==> src/rtl/t1pll_pkg.sv <==
package t1pll_pkg;
    typedef enum logic [1:0] {
        ST_SEEK  = 2'd0,
        ST_HELD  = 2'd1,
        ST_NOREF = 2'd2
    } lock_state_t;

    typedef enum logic [1:0] {
        ADJ_NONE    = 2'd0,
        ADJ_STRETCH = 2'd1,
        ADJ_SHRINK  = 2'd2
    } adj_t;
endpackage

==> src/rtl/t1_bit_divider.sv <==
module t1_bit_divider
    import t1pll_pkg::*;
#(
    parameter int DIV  = 8,
    parameter int BITS = 193,
    parameter int POSW = 11
) (
    input  logic            clk,
    input  logic            rst,
    input  adj_t            adj_req,
    output logic            line_clk,
    output logic            frame_strobe,
    output logic [POSW-1:0] frame_pos
);
    localparam int PW = $clog2(DIV + 1);
    localparam int BW = $clog2(BITS);

    logic [PW-1:0] ph;
    logic [BW-1:0] bc;
    adj_t          pend;
    logic          wrap_normal, wrap_stretch, wrap_shrink, wrap;

    always_comb begin
        wrap_stretch = (pend == ADJ_STRETCH) && (ph == PW'(DIV));
        wrap_shrink  = (pend == ADJ_SHRINK)  && (ph == PW'(DIV - 2));
        wrap_normal  = (pend != ADJ_STRETCH) && (ph == PW'(DIV - 1));
        wrap         = wrap_stretch || wrap_shrink || wrap_normal;
    end

    always_ff @(posedge clk) begin
        if (rst) begin
            ph   <= '0;
            bc   <= '0;
            pend <= ADJ_NONE;
        end else begin
            if (wrap) begin
                ph <= '0;
                bc <= (bc == BW'(BITS - 1)) ? '0 : bc + 1'b1;
            end else begin
                ph <= ph + 1'b1;
            end
            if (adj_req != ADJ_NONE)
                pend <= adj_req;
            else if (wrap_stretch || wrap_shrink)
                pend <= ADJ_NONE;
        end
    end

    always_comb begin
        line_clk     = (ph < PW'(DIV / 2));
        frame_strobe = (bc == '0) && (ph == '0);
        frame_pos    = POSW'(bc) * POSW'(DIV) + POSW'(ph);
    end

    assert_phase_bound_R5: assert property (@(posedge clk) disable iff (rst)
        ph <= PW'(DIV));
    assert_strobe_single_R3: assert property (@(posedge clk) disable iff (rst)
        frame_strobe |=> !frame_strobe);
    assert_stretch_only_on_request_R5: assert property (@(posedge clk) disable iff (rst)
        (ph == PW'(DIV)) |-> (pend == ADJ_STRETCH));
endmodule

==> src/rtl/t1_phase_cmp.sv <==
module t1_phase_cmp
    import t1pll_pkg::*;
#(
    parameter int FRAME_LEN = 1544,
    parameter int WIN       = 2,
    parameter int POSW      = 11
) (
    input  logic [POSW-1:0] frame_pos,
    input  logic            ref_pulse,
    input  logic            hold,
    output logic            in_win,
    output adj_t            adj_req
);
    always_comb begin
        in_win  = (frame_pos <= POSW'(WIN)) || (frame_pos >= POSW'(FRAME_LEN - WIN));
        adj_req = ADJ_NONE;
        if (ref_pulse && !hold && !in_win)
            adj_req = (frame_pos < POSW'(FRAME_LEN / 2)) ? ADJ_STRETCH : ADJ_SHRINK;
    end
endmodule

==> src/rtl/t1_lock_fsm.sv <==
module t1_lock_fsm
    import t1pll_pkg::*;
#(
    parameter int RUN_LEN  = 4,
    parameter int LOSS_CYC = 3088
) (
    input  logic clk,
    input  logic rst,
    input  logic ref_pulse,
    input  logic in_win,
    output logic locked,
    output logic ref_lost
);
    localparam int RW = $clog2(RUN_LEN + 1);
    localparam int SW = $clog2(LOSS_CYC + 1);

    lock_state_t   state, state_nx;
    logic [RW-1:0] run;
    logic [SW-1:0] silence;
    logic          timeout;

    assign timeout = (silence == SW'(LOSS_CYC)) && !ref_pulse;

    always_comb begin
        state_nx = state;
        unique case (state)
            ST_SEEK:  if (timeout) state_nx = ST_NOREF;
                      else if (ref_pulse && in_win && run == RW'(RUN_LEN - 1)) state_nx = ST_HELD;
            ST_HELD:  if (timeout) state_nx = ST_NOREF;
                      else if (ref_pulse && !in_win && run == RW'(RUN_LEN - 1)) state_nx = ST_SEEK;
            ST_NOREF: if (ref_pulse) state_nx = ST_SEEK;
            default:  state_nx = ST_SEEK;
        endcase
    end

    always_ff @(posedge clk) begin
        if (rst) begin
            state   <= ST_SEEK;
            run     <= '0;
            silence <= '0;
        end else begin
            state <= state_nx;
            if (ref_pulse)
                silence <= '0;
            else if (silence != SW'(LOSS_CYC))
                silence <= silence + 1'b1;
            if (state_nx != state)
                run <= (state == ST_NOREF && in_win) ? RW'(1) : '0;
            else if (ref_pulse && state == ST_SEEK)
                run <= in_win ? run + 1'b1 : '0;
            else if (ref_pulse && state == ST_HELD)
                run <= in_win ? '0 : run + 1'b1;
        end
    end

    always_comb begin
        locked   = (state == ST_HELD);
        ref_lost = (state == ST_NOREF);
    end

    assert_lock_after_good_pulse_R8: assert property (@(posedge clk) disable iff (rst)
        $rose(locked) |-> $past(ref_pulse && in_win));
    assert_unlock_cause_R9: assert property (@(posedge clk) disable iff (rst)
        $fell(locked) |-> $past(timeout || (ref_pulse && !in_win)));
    assert_loss_needs_silence_R10: assert property (@(posedge clk) disable iff (rst)
        $rose(ref_lost) |-> !$past(ref_pulse));
    assert_pulse_clears_loss_R11: assert property (@(posedge clk) disable iff (rst)
        (ref_lost && ref_pulse) |=> !ref_lost);
endmodule

==> src/rtl/t1_line_dpll.sv <==
module t1_line_dpll
    import t1pll_pkg::*;
#(
    parameter int DIV            = 8,
    parameter int BITS_PER_FRAME = 193,
    parameter int WINDOW         = 2,
    parameter int RUN_LEN        = 4,
    parameter int LOSS_FRAMES    = 2
) (
    input  logic clk_master,
    input  logic rst,
    input  logic hold_nominal,
    input  logic frame_ref,
    output logic line_clk,
    output logic frame_strobe,
    output logic locked,
    output logic ref_lost
);
    localparam int FRAME_LEN = DIV * BITS_PER_FRAME;
    localparam int POSW      = $clog2(FRAME_LEN + DIV);
    localparam int LOSS_CYC  = LOSS_FRAMES * FRAME_LEN;

    logic [POSW-1:0] frame_pos;
    logic            in_win;
    adj_t            adj_req;

    t1_bit_divider #(.DIV(DIV), .BITS(BITS_PER_FRAME), .POSW(POSW)) u_div (
        .clk          (clk_master),
        .rst          (rst),
        .adj_req      (adj_req),
        .line_clk     (line_clk),
        .frame_strobe (frame_strobe),
        .frame_pos    (frame_pos)
    );

    t1_phase_cmp #(.FRAME_LEN(FRAME_LEN), .WIN(WINDOW), .POSW(POSW)) u_cmp (
        .frame_pos (frame_pos),
        .ref_pulse (frame_ref),
        .hold      (hold_nominal),
        .in_win    (in_win),
        .adj_req   (adj_req)
    );

    t1_lock_fsm #(.RUN_LEN(RUN_LEN), .LOSS_CYC(LOSS_CYC)) u_lock (
        .clk       (clk_master),
        .rst       (rst),
        .ref_pulse (frame_ref),
        .in_win    (in_win),
        .locked    (locked),
        .ref_lost  (ref_lost)
    );
endmodule

==> config.mk <==
export PLATFORM = sky130hd
export DESIGN_NAME = t1_line_dpll
export DESIGN_NICKNAME = d
export VERILOG_FILES = /design/src/rtl/t1pll_pkg.sv /design/src/rtl/t1_bit_divider.sv /design/src/rtl/t1_phase_cmp.sv /design/src/rtl/t1_lock_fsm.sv /design/src/rtl/t1_line_dpll.sv
export SDC_FILE = /design/constraint.sdc
export NUM_CORES = 1
export LEC_CHECK = 0
export BUFFER_PORTS_ARGS = -buffer_cell sky130_fd_sc_hd__buf_4
export CORE_UTILIZATION = 60
export CTS_CLUSTER_SIZE = 16
export DETAILED_ROUTE_END_ITERATION = 16
export GPL_ROUTABILITY_DRIVEN = 0
export PLACE_DENSITY = 0.75
export SLEW_MARGIN = 15
export SYNTH_ARGS = -nofsm -noshare
export SYNTH_HDL_FRONTEND = slang
export SYNTH_HIERARCHICAL = 1
export SYNTH_SLANG_ARGS = --single-unit
export TNS_END_PERCENT = 50
==> constraint.sdc <==
create_clock -name clk_master -period 2.9 [get_ports clk_master]
set_clock_uncertainty 0.1 [all_clocks]
set_input_delay 0.58 -clock clk_master [delete_from_list [all_inputs] [get_ports clk_master]]
set_output_delay 0.58 -clock clk_master [all_outputs]
set_load 0.005 [all_outputs]
==> results summary, run 1 <==
During synthesis, Yosys emitted a total of 6 warnings. The global-route usage over all layers came out at 0.2483. The clock insertion delay at the later pin of the skew report is 0.33 ns. The share of the synthesized netlist area taken by xor and xnor gates is 0.08704. Among all flip-flop cells after synthesis, the most frequent one is sky130_fd_sc_hd__dfxtp_1. The initial utilization of the core area, before any placement, comes to 0.6314. The headroom to the max-slew limit came out at 0.6789. The setup TNS came out at 0 ns. IR analysis of the VDD net gives a maximum drop of between 200 and 300 uV. The leftover overflow at the end of global routing came out at 0.

The finished layout cell area is 2009 um2. The run finished with clean final reports. The maximum buffer depth of the clock tree came out at 2.

The number of filler cells placed in the layout is 247. The flip-flop and latch count after synthesis is 31. The count of final max-slew check failures came to 0. The number of synthesized flops with an enable pin is 0. The initial antenna violation count is 0. The share of synthesized registers carrying an async set or reset came out at 0. The worst hold path passes through 2 cells.

The critical path data required time came out at 3.03 ns. The top-area cell type share of the netlist area is 0.3246. The analysis attributes to cell leakage a power of 0.7675 nW. TritonCTS created 5 clock buffers. The worst-case hold path end point is u_div/bc[0]$_SDFFE_PP0P_. In the synthesized netlist, the number of instances is approximately 220.

For the worst setup path, the data arrival time is 2.89 ns. After synthesis the cells add up to 1912 um2. The number of hold violations in the final report came to 0. The number of iterations in the first detailed-routing pass is 4. Traced cell by cell, the critical path runs through ha_1 -> ha_1 -> nand3_1 -> nor2_1 -> xor2_1 -> a2111o_1 -> o22ai_2 -> xnor2_1 -> o21a_1 -> o31ai_4 -> mux2_4. The overall via count from detail_route is approximately 1.5k. After the last flow step, the layout net total stands at 235. The cell with the biggest individual delay on the critical path is sky130_fd_sc_hd__dfxtp_1. The number of input and output port buffers inserted is 7. The total clock sinks came out at 31. The final antenna-violating net count came out at 0.

Summed over all nets, the half-perimeter wirelength after detailed placement is 2781 um. The total power per unit cell area came out at ~380 nW/um2. TritonCTS built the clock tree.

The share of the synthesized area in compound gates (AO/OA/AOI/OAI) is 0.1348. The setup path with the least slack is of type reg -> reg. The worst setup path is launched from a register. The library cells used most frequently in the layout, excluding fill and tap cells, are 30 x sky130_fd_sc_hd__dfxtp_1, 22 x sky130_fd_sc_hd__nor2_1, 13 x sky130_fd_sc_hd__nand2_1, 13 x sky130_fd_sc_hd__inv_1, 13 x sky130_fd_sc_hd__nand3_1. Setup repair after global routing left no endpoint under its margin. The startpoint identified for the worst register-to-register timing path is u_div/ph[3]$_SDFF_PP0_. The largest net degree at the start of global routing is 25. The cell area reported after detailed placement is 1952 um2. By area the synthesized netlist is led by sky130_fd_sc_hd__dfxtp_1 32%, sky130_fd_sc_hd__ha_1 7.2%, sky130_fd_sc_hd__xor2_1 5.0%, sky130_fd_sc_hd__nor2_1 4.3%, sky130_fd_sc_hd__xnor2_1 3.7%. After floorplanning, the core was divided into 20 placement rows. The top achievable clock speed came out at 361.1 MHz. The post-synthesis simple-gate area fraction is 0.3037.

The H-tree was split into 2 levels. The final-layout worst hold slack came out at 0.4156 ns. The worst setup path is captured at a register. The number of global-route vias before repair came out at 1399. The post-route minimum period came out at 2.769 ns. Of the synthesized area, sequential elements account for 0.3246. The clock-pin slew on the worst setup and hold paths came out at 0.09 ns. Each instance of the synthesized netlist takes up on average 8.892 um2. Counting stages on the worst path, the most repeated cell is sky130_fd_sc_hd__ha_1. The clock root buffer is sky130_fd_sc_hd__clkbuf_4. In this run the worst hold path is classified as reg -> reg. The portion of the clock cycle consumed by the worst path in the final layout is 0.9549. The via-per-instance ratio is between 5 and 6. Setup violations remaining at the end of the flow were counted as 0. The depth of the most critical reg-to-reg path came out at 11. The chip width is 58.45 um. By area, the combinational part of the netlist is dominated by simple AND/OR/NAND/NOR gates.

The transition time at the pin with the least slew margin came out at 0.4751 ns. The mux cell area share after synthesis came out at 0.01309. Synthesis instantiated 54 different standard cells from the library. Among cell families on the critical path, the largest total delay comes from compound AO/OA/AOI/OAI gates. The top-level I/O count came out at 8. The first global-routing pass estimated 6272 um of wire. The detailed-route DRC error count is 0. The height of the die came out at 58.45 um. The hold path startpoint is u_div/bc[0]$_SDFFE_PP0P_. The endpoint identified for the worst register-to-register timing path is u_lock/run[0]$_SDFFE_PP0P_. Across all register-to-register paths, the minimum setup slack is 0.13 ns.

The count of inserted antenna diode cells is 0. The average wire per cell in the routed design is 13.97 um. The overall power is 771.5 uW. The peak per-stage delay on the critical path is 0.42 ns. The total area inside the core boundary comes to 3028 um2. Summed over all instances, the cell type with the most area after synthesis is sky130_fd_sc_hd__dfxtp_1. Leaving out fill and tap cells, the most frequent cell in the layout is sky130_fd_sc_hd__dfxtp_1. In this run, the number of DRC markers left after iteration 0 of detailed routing was 73. The area overhead of the layout relative to synthesis came out at 5.105%. The area enclosed by the die boundary came out at 3416 um2. The count of maximum capacitance violations came out at 0. For this run, the number of standard cells in the final layout without fillers is approximately 260. In this run the post-CTS setup repair buffer count came out at 0. The net count after synthesis is 230. The total wire length after detailed routing came out at roughly 3700 um. Counting both buffers and inverters, the worst setup path holds a total of 0. Of the total synthesized cell area, the portion taken by full adders, half adders and majority gates is 0.07199. The highest fanout seen on the critical path came out at 5. The total instance count after detailed placement is 257. The proportion of layout cells with a drive suffix above 1 came out at 0.1455.
[repair_timing]
| action | in CTS | in global routing |
|---|---|---|
| hold buffers | 0 | 0 |
| gates resized for setup | 0 | 1 |
| setup endpoints to repair | 0 | 1 |
[worst max path at each step]
stage | startpoint | endpoint | slack [ns] | cells after the start
final | u_div/ph[3]$_SDFF_PP0_ | u_lock/run[0]$_SDFFE_PP0P_ | 0.13 | 11
after global placement | u_div/ph[3]$_SDFF_PP0_ | u_lock/run[0]$_SDFFE_PP0P_ | 0.26 | 11
after detailed placement | u_div/ph[3]$_SDFF_PP0_ | u_lock/run[0]$_SDFFE_PP0P_ | 0.14 | 11
after CTS | u_div/ph[3]$_SDFF_PP0_ | u_lock/run[0]$_SDFFE_PP0P_ | 0.14 | 11
after floorplan | u_div/ph[3]$_SDFF_PP0_ | u_lock/run[0]$_SDFFE_PP0P_ | 0.28 | 11
after global routing | u_div/ph[3]$_SDFF_PP0_ | u_lock/run[0]$_SDFFE_PP0P_ | 0.0006 | 11
[synthesized netlist by cell type (3+ instances only)]
library cell	number
sky130_fd_sc_hd__dfxtp_1	31
sky130_fd_sc_hd__nor2_1	22
sky130_fd_sc_hd__inv_1	13
sky130_fd_sc_hd__nand2_1	13
sky130_fd_sc_hd__nand3_1	13
sky130_fd_sc_hd__ha_1	11
sky130_fd_sc_hd__xor2_1	11
sky130_fd_sc_hd__a21oi_1	9
sky130_fd_sc_hd__xnor2_1	8
sky130_fd_sc_hd__nor3_1	6
sky130_fd_sc_hd__nand4_1	5
sky130_fd_sc_hd__or3_1	5
sky130_fd_sc_hd__nand2b_1	4
sky130_fd_sc_hd__nor2b_1	4
sky130_fd_sc_hd__a21boi_0	3
sky130_fd_sc_hd__a31oi_1	3
sky130_fd_sc_hd__buf_4	3
sky130_fd_sc_hd__clkbuf_1	3
sky130_fd_sc_hd__o21ai_0	3
sky130_fd_sc_hd__o32ai_1	3
[metrics by stage]
step / util / worst slack [ns]
after global placement: 0.6446 / 0.2615
after CTS: 0.6632 / 0.1389
final: 0.6636 / 0.1308
after detailed placement: 0.6446 / 0.1449
after global routing: 0.6636 / 0.0006319
after floorplan: - / 0.2795
[worst reg2reg max path: stages (launching register included)]
cell and delay (ns):
sky130_fd_sc_hd__dfxtp_1 0.42, sky130_fd_sc_hd__ha_1 0.20, sky130_fd_sc_hd__ha_1 0.18, sky130_fd_sc_hd__nand3_1 0.11
sky130_fd_sc_hd__nor2_1 0.14, sky130_fd_sc_hd__xor2_1 0.11, sky130_fd_sc_hd__a2111o_1 0.37, sky130_fd_sc_hd__o22ai_2 0.18
sky130_fd_sc_hd__xnor2_1 0.22, sky130_fd_sc_hd__o21a_1 0.24, sky130_fd_sc_hd__o31ai_4 0.10, sky130_fd_sc_hd__mux2_4 0.30
[layout make-up]
type,count,area (um2),share of cell area
multi-input cells,161,1167,0.5809
flip-flops and latches,31,621.8,0.3095
repair buffers,8,60.06,0.02989
well taps,44,55.05,0.02740
clock buffers,6,51.30,0.02553
inverters,13,48.80,0.02428
clock inverters,1,5.005,0.002491
[cells by family (layout without fill, tap and decap cells)]
logic type	Yosys count	in the layout
muxes	2	2
AOI/OAI and AO/OA	33	33
buffers and inverters	23	28
and+or+nand+nor	96	96
DFF	31	31
xor gates and xnor gates	19	19
adders and majority gates	11	11
[sequential cells by signal, summed over array words and instances (netlist names)]
register / cells
u_div/bc: 8
u_div/pend: 2
u_div/ph: 4
u_lock/run: 3
u_lock/silence: 12
u_lock/state: 2
[power breakdown]
group	switching (mW)	leakage, nW	total (mW)	internal [mW]
combinational	0.0366	0.482	0.0712	0.0346
sequential	0.0110	0.251	0.445	0.434
clock	0.143	0.0341	0.255	0.112
total	0.190	0.767	0.772	0.581
[per-layer routing]
layer	vias to the layer above	track usage	share of wire
li1	781	-	-
met1	726	0.3120	0.49
met2	21	0.4023	0.46
met3	5	0.07912	0.036
met4	0	0.08503	0.014
met5	-	0	0
(Power assumes the default switching activity.)
==> run 2: changes to the inputs <==
- clock period: 2.9 -> 3 ns (I/O delays scaled with it)
==> results summary, run 2 (same netlist as run 1, synthesis figures left out) <==
Run status: complete, no violations (unchanged). The clock root buffer is sky130_fd_sc_hd__clkbuf_4 (unchanged). The DRC violation total after the first TritonRoute iteration came out at 84 (was 73). The number of H-tree branching levels is 2 (unchanged). The starting density of the core is 0.6314 (unchanged).

The overall power came out at 838.9 uW (was 771.5 uW). The count of non-filler cells in the finished layout is 264 (unchanged). The total power per unit cell area is 412.8 nW/um2 (was 383.9 nW/um2). The critical path data required time came to 3.12 ns (was 3.03 ns). The endpoint kind of the worst setup timing path is a register (unchanged). The headroom to the max-slew limit came to 0.6547 (was 0.6789).

Registers with the most flip-flops: u_lock/silence x12, u_div/bc x8, u_div/ph x4 (unchanged). The final-layout worst hold slack is 0.4282 ns (was 0.4156 ns). The startpoint of the lowest-slack register-to-register path is u_div/bc[0]$_SDFFE_PP0P_ (was u_div/ph[3]$_SDFF_PP0_). Commonest cells after routing, fill and taps aside: 30 x sky130_fd_sc_hd__dfxtp_1, 22 x sky130_fd_sc_hd__nor2_1, 13 x sky130_fd_sc_hd__nand2_1, 13 x sky130_fd_sc_hd__inv_1, 13 x sky130_fd_sc_hd__nand3_1 (unchanged). The largest net degree at the start of global routing came out at 25 (unchanged). The number of input and output port buffers inserted was 7 (unchanged). The critical path launch point type is a register (unchanged).

The core footprint came out at 3028 um2 (unchanged). The capture instance of the worst register-to-register path is u_lock/run[0]$_SDFFE_PP0P_ (unchanged). The slack of the worst reg-to-reg path came out at 0.12 ns (was 0.13 ns). The detailed-route DRC error count is 0 (unchanged). The transition time at the pin with the least slew margin was 0.5110 ns (was 0.4751 ns).

The cell count of the worst hold path is 2 (unchanged). The number of buffers created by CTS is 5 (unchanged). The clock insertion delay at the later pin of the skew report came to 0.33 ns (about the same).

The global-route usage over all layers came out at 0.2390 (was 0.2483). The count of maximum capacitance violations is 0 (unchanged). The standard-cell row count is 20 (unchanged). Setup repair after global routing missed its margin: false (unchanged). The utilization after layout is 0.6711 (was 0.6636). The count of inserted antenna diode cells came out at 0 (unchanged).

The chip width is 58.45 um (unchanged). The portion of the clock cycle consumed by the worst path in the final layout came out at 0.9586 (was 0.9549). The proportion of layout cells with a drive suffix above 1 is 0.1455 (unchanged). The number of hold violations in the final report came out at 0 (unchanged).

The setup TNS came out at 0 ns (unchanged). The total half-perimeter wirelength after legalization and detailed placement came to 2804 um (was 2781 um). The largest vdd supply drop is 258.2 uV (was 271.7 uV). The number of iterations in the first detailed-routing pass was 4 (unchanged).

The first-pass GRT wire length was 6196 um (was 6272 um). The register with the most flip-flops is u_lock/silence (unchanged). The area overhead of the layout relative to synthesis is 6.283% (was 5.105%).

The worst-case setup margin in the final layout is 0.1243 ns (was 0.1308 ns). The most common cell after layout, fill and taps aside is sky130_fd_sc_hd__dfxtp_1 (unchanged). The number of nets in the final layout came out at 234 (was 235). The post-route minimum period came to 2.876 ns (was 2.769 ns). The total wire length after detailed routing came out at 3727 um (was 3689 um). The hold path startpoint is u_lock/run[1]$_SDFFE_PP0P_ (was u_div/bc[0]$_SDFFE_PP0P_). The initial antenna violation count is 0 (unchanged).

The total clock sinks is 31 (unchanged). The depth of the most critical reg-to-reg path is 11 (unchanged). The leakage component of the power is 0.7773 nW (was 0.7675 nW). The top achievable clock speed is 347.7 MHz (was 361.1 MHz). The clock tree from TritonCTS is done (unchanged). The type of the worst setup path was reg -> reg (unchanged).

The average wire per cell in the routed design came out at 14.12 um (was 13.97 um). The setup violation total in the final timing report is 0 (unchanged). The worst-case hold path end point was u_lock/run[1]$_SDFFE_PP0P_ (was u_div/bc[0]$_SDFFE_PP0P_). The post-place setup slack came out at 0.1736 ns (was 0.1449 ns). The highest fanout seen on the critical path is 5 (unchanged). The classification of the worst-slack hold path is reg -> reg (unchanged). The finished layout cell area came out at 2032 um2 (was 2009 um2). The area enclosed by the die boundary is 3416 um2 (unchanged). The data arrival time at the worst-slack endpoint came out at 2.99 ns (was 2.89 ns).

The number of global-route vias before repair came out at 1423 (was 1399). The top-level I/O count was 8 (unchanged). The count of final max-slew check failures came to 0 (unchanged). The via-per-instance ratio came out at 5.875 (was 5.807). The height of the die came out at 58.45 um (unchanged).

The cell area reported after detailed placement was 1944 um2 (was 1952 um2). The maximum buffer depth of the clock tree came out at 2 (unchanged). The total instance count after detailed placement came out at 256 (was 257).

The number of flip-flops in the largest register was 12 (unchanged). The leftover overflow at the end of global routing came out at 0 (unchanged). The clock-pin slew on the worst setup and hold paths is 0.09 ns (about the same). The overall via count from detail_route is 1551 (was 1533). The final antenna-violating net count is 0 (unchanged).
run 2: changes by cell type in the layout (fill, tap and decap cells not counted), sizes merged:
| cell | before | now |
|---|---|---|
| bufinv | 0 | 1 |
| buf | 8 | 7 |
run 2: worst max-delay path by stage:
| stage | startpoint | end | slack [ns] |
|---|---|---|---|
| floorplan | u_div/ph[3]$_SDFF_PP0_ | u_lock/run[0]$_SDFFE_PP0P_ | 0.38 |
| global placement | u_div/ph[3]$_SDFF_PP0_ | u_lock/run[0]$_SDFFE_PP0P_ | 0.29 |
| detailed placement | u_div/ph[3]$_SDFF_PP0_ | u_lock/run[0]$_SDFFE_PP0P_ | 0.17 |
| CTS | u_div/bc[0]$_SDFFE_PP0P_ | u_lock/run[0]$_SDFFE_PP0P_ | 0.14 |
| global route | u_div/bc[0]$_SDFFE_PP0P_ | u_lock/run[0]$_SDFFE_PP0P_ | 0.007 |
| finish | u_div/bc[0]$_SDFFE_PP0P_ | u_lock/run[0]$_SDFFE_PP0P_ | 0.12 |
run 2: worst max-delay path: stages, from the launching register on:
cell                       delay, ns
sky130_fd_sc_hd__dfxtp_1        0.43
sky130_fd_sc_hd__ha_1           0.21
sky130_fd_sc_hd__ha_1           0.19
sky130_fd_sc_hd__nand3_1        0.13
sky130_fd_sc_hd__nor2_1         0.15
sky130_fd_sc_hd__xor2_1         0.11
sky130_fd_sc_hd__a2111o_1       0.37
sky130_fd_sc_hd__o22ai_2        0.25
sky130_fd_sc_hd__xnor2_1        0.22
sky130_fd_sc_hd__o21a_1         0.22
sky130_fd_sc_hd__o31ai_4        0.09
sky130_fd_sc_hd__mux2_4         0.30
run 2: where the power goes:
| part | total [mW] | switching, mW | internal [mW] |
|---|---|---|---|
| Sequential | 0.432 | 0.0117 | 0.420 |
| Clock | 0.342 | 0.145 | 0.197 |
| Combinational | 0.0656 | 0.0344 | 0.0312 |
run 2: what timing repair did:
item	in CTS	in global routing
setup buffers	0	0
endpoints found under the setup margin	0	1
resized for setup	0	1
hold buffers	0	0
run 2: final cells by class:
cell class | instances | area (um2)
multi-input combinational | 161 | 1167
fill | 263 | 996.0
clock inverter | 2 | 35.03
tap | 44 | 55.05
timing repair buffer | 7 | 52.55
inverter | 13 | 48.80
sequential | 31 | 621.8
clock buffer | 6 | 51.30
run 2: layer usage:
layer	wire length, um	vias to the layer above	GRT usage
li1	-	766	-
met1	1746	739	0.3025
met2	1723	36	0.3859
met3	199	10	0.05055
met4	58	0	0.1190
met5	0	-	0
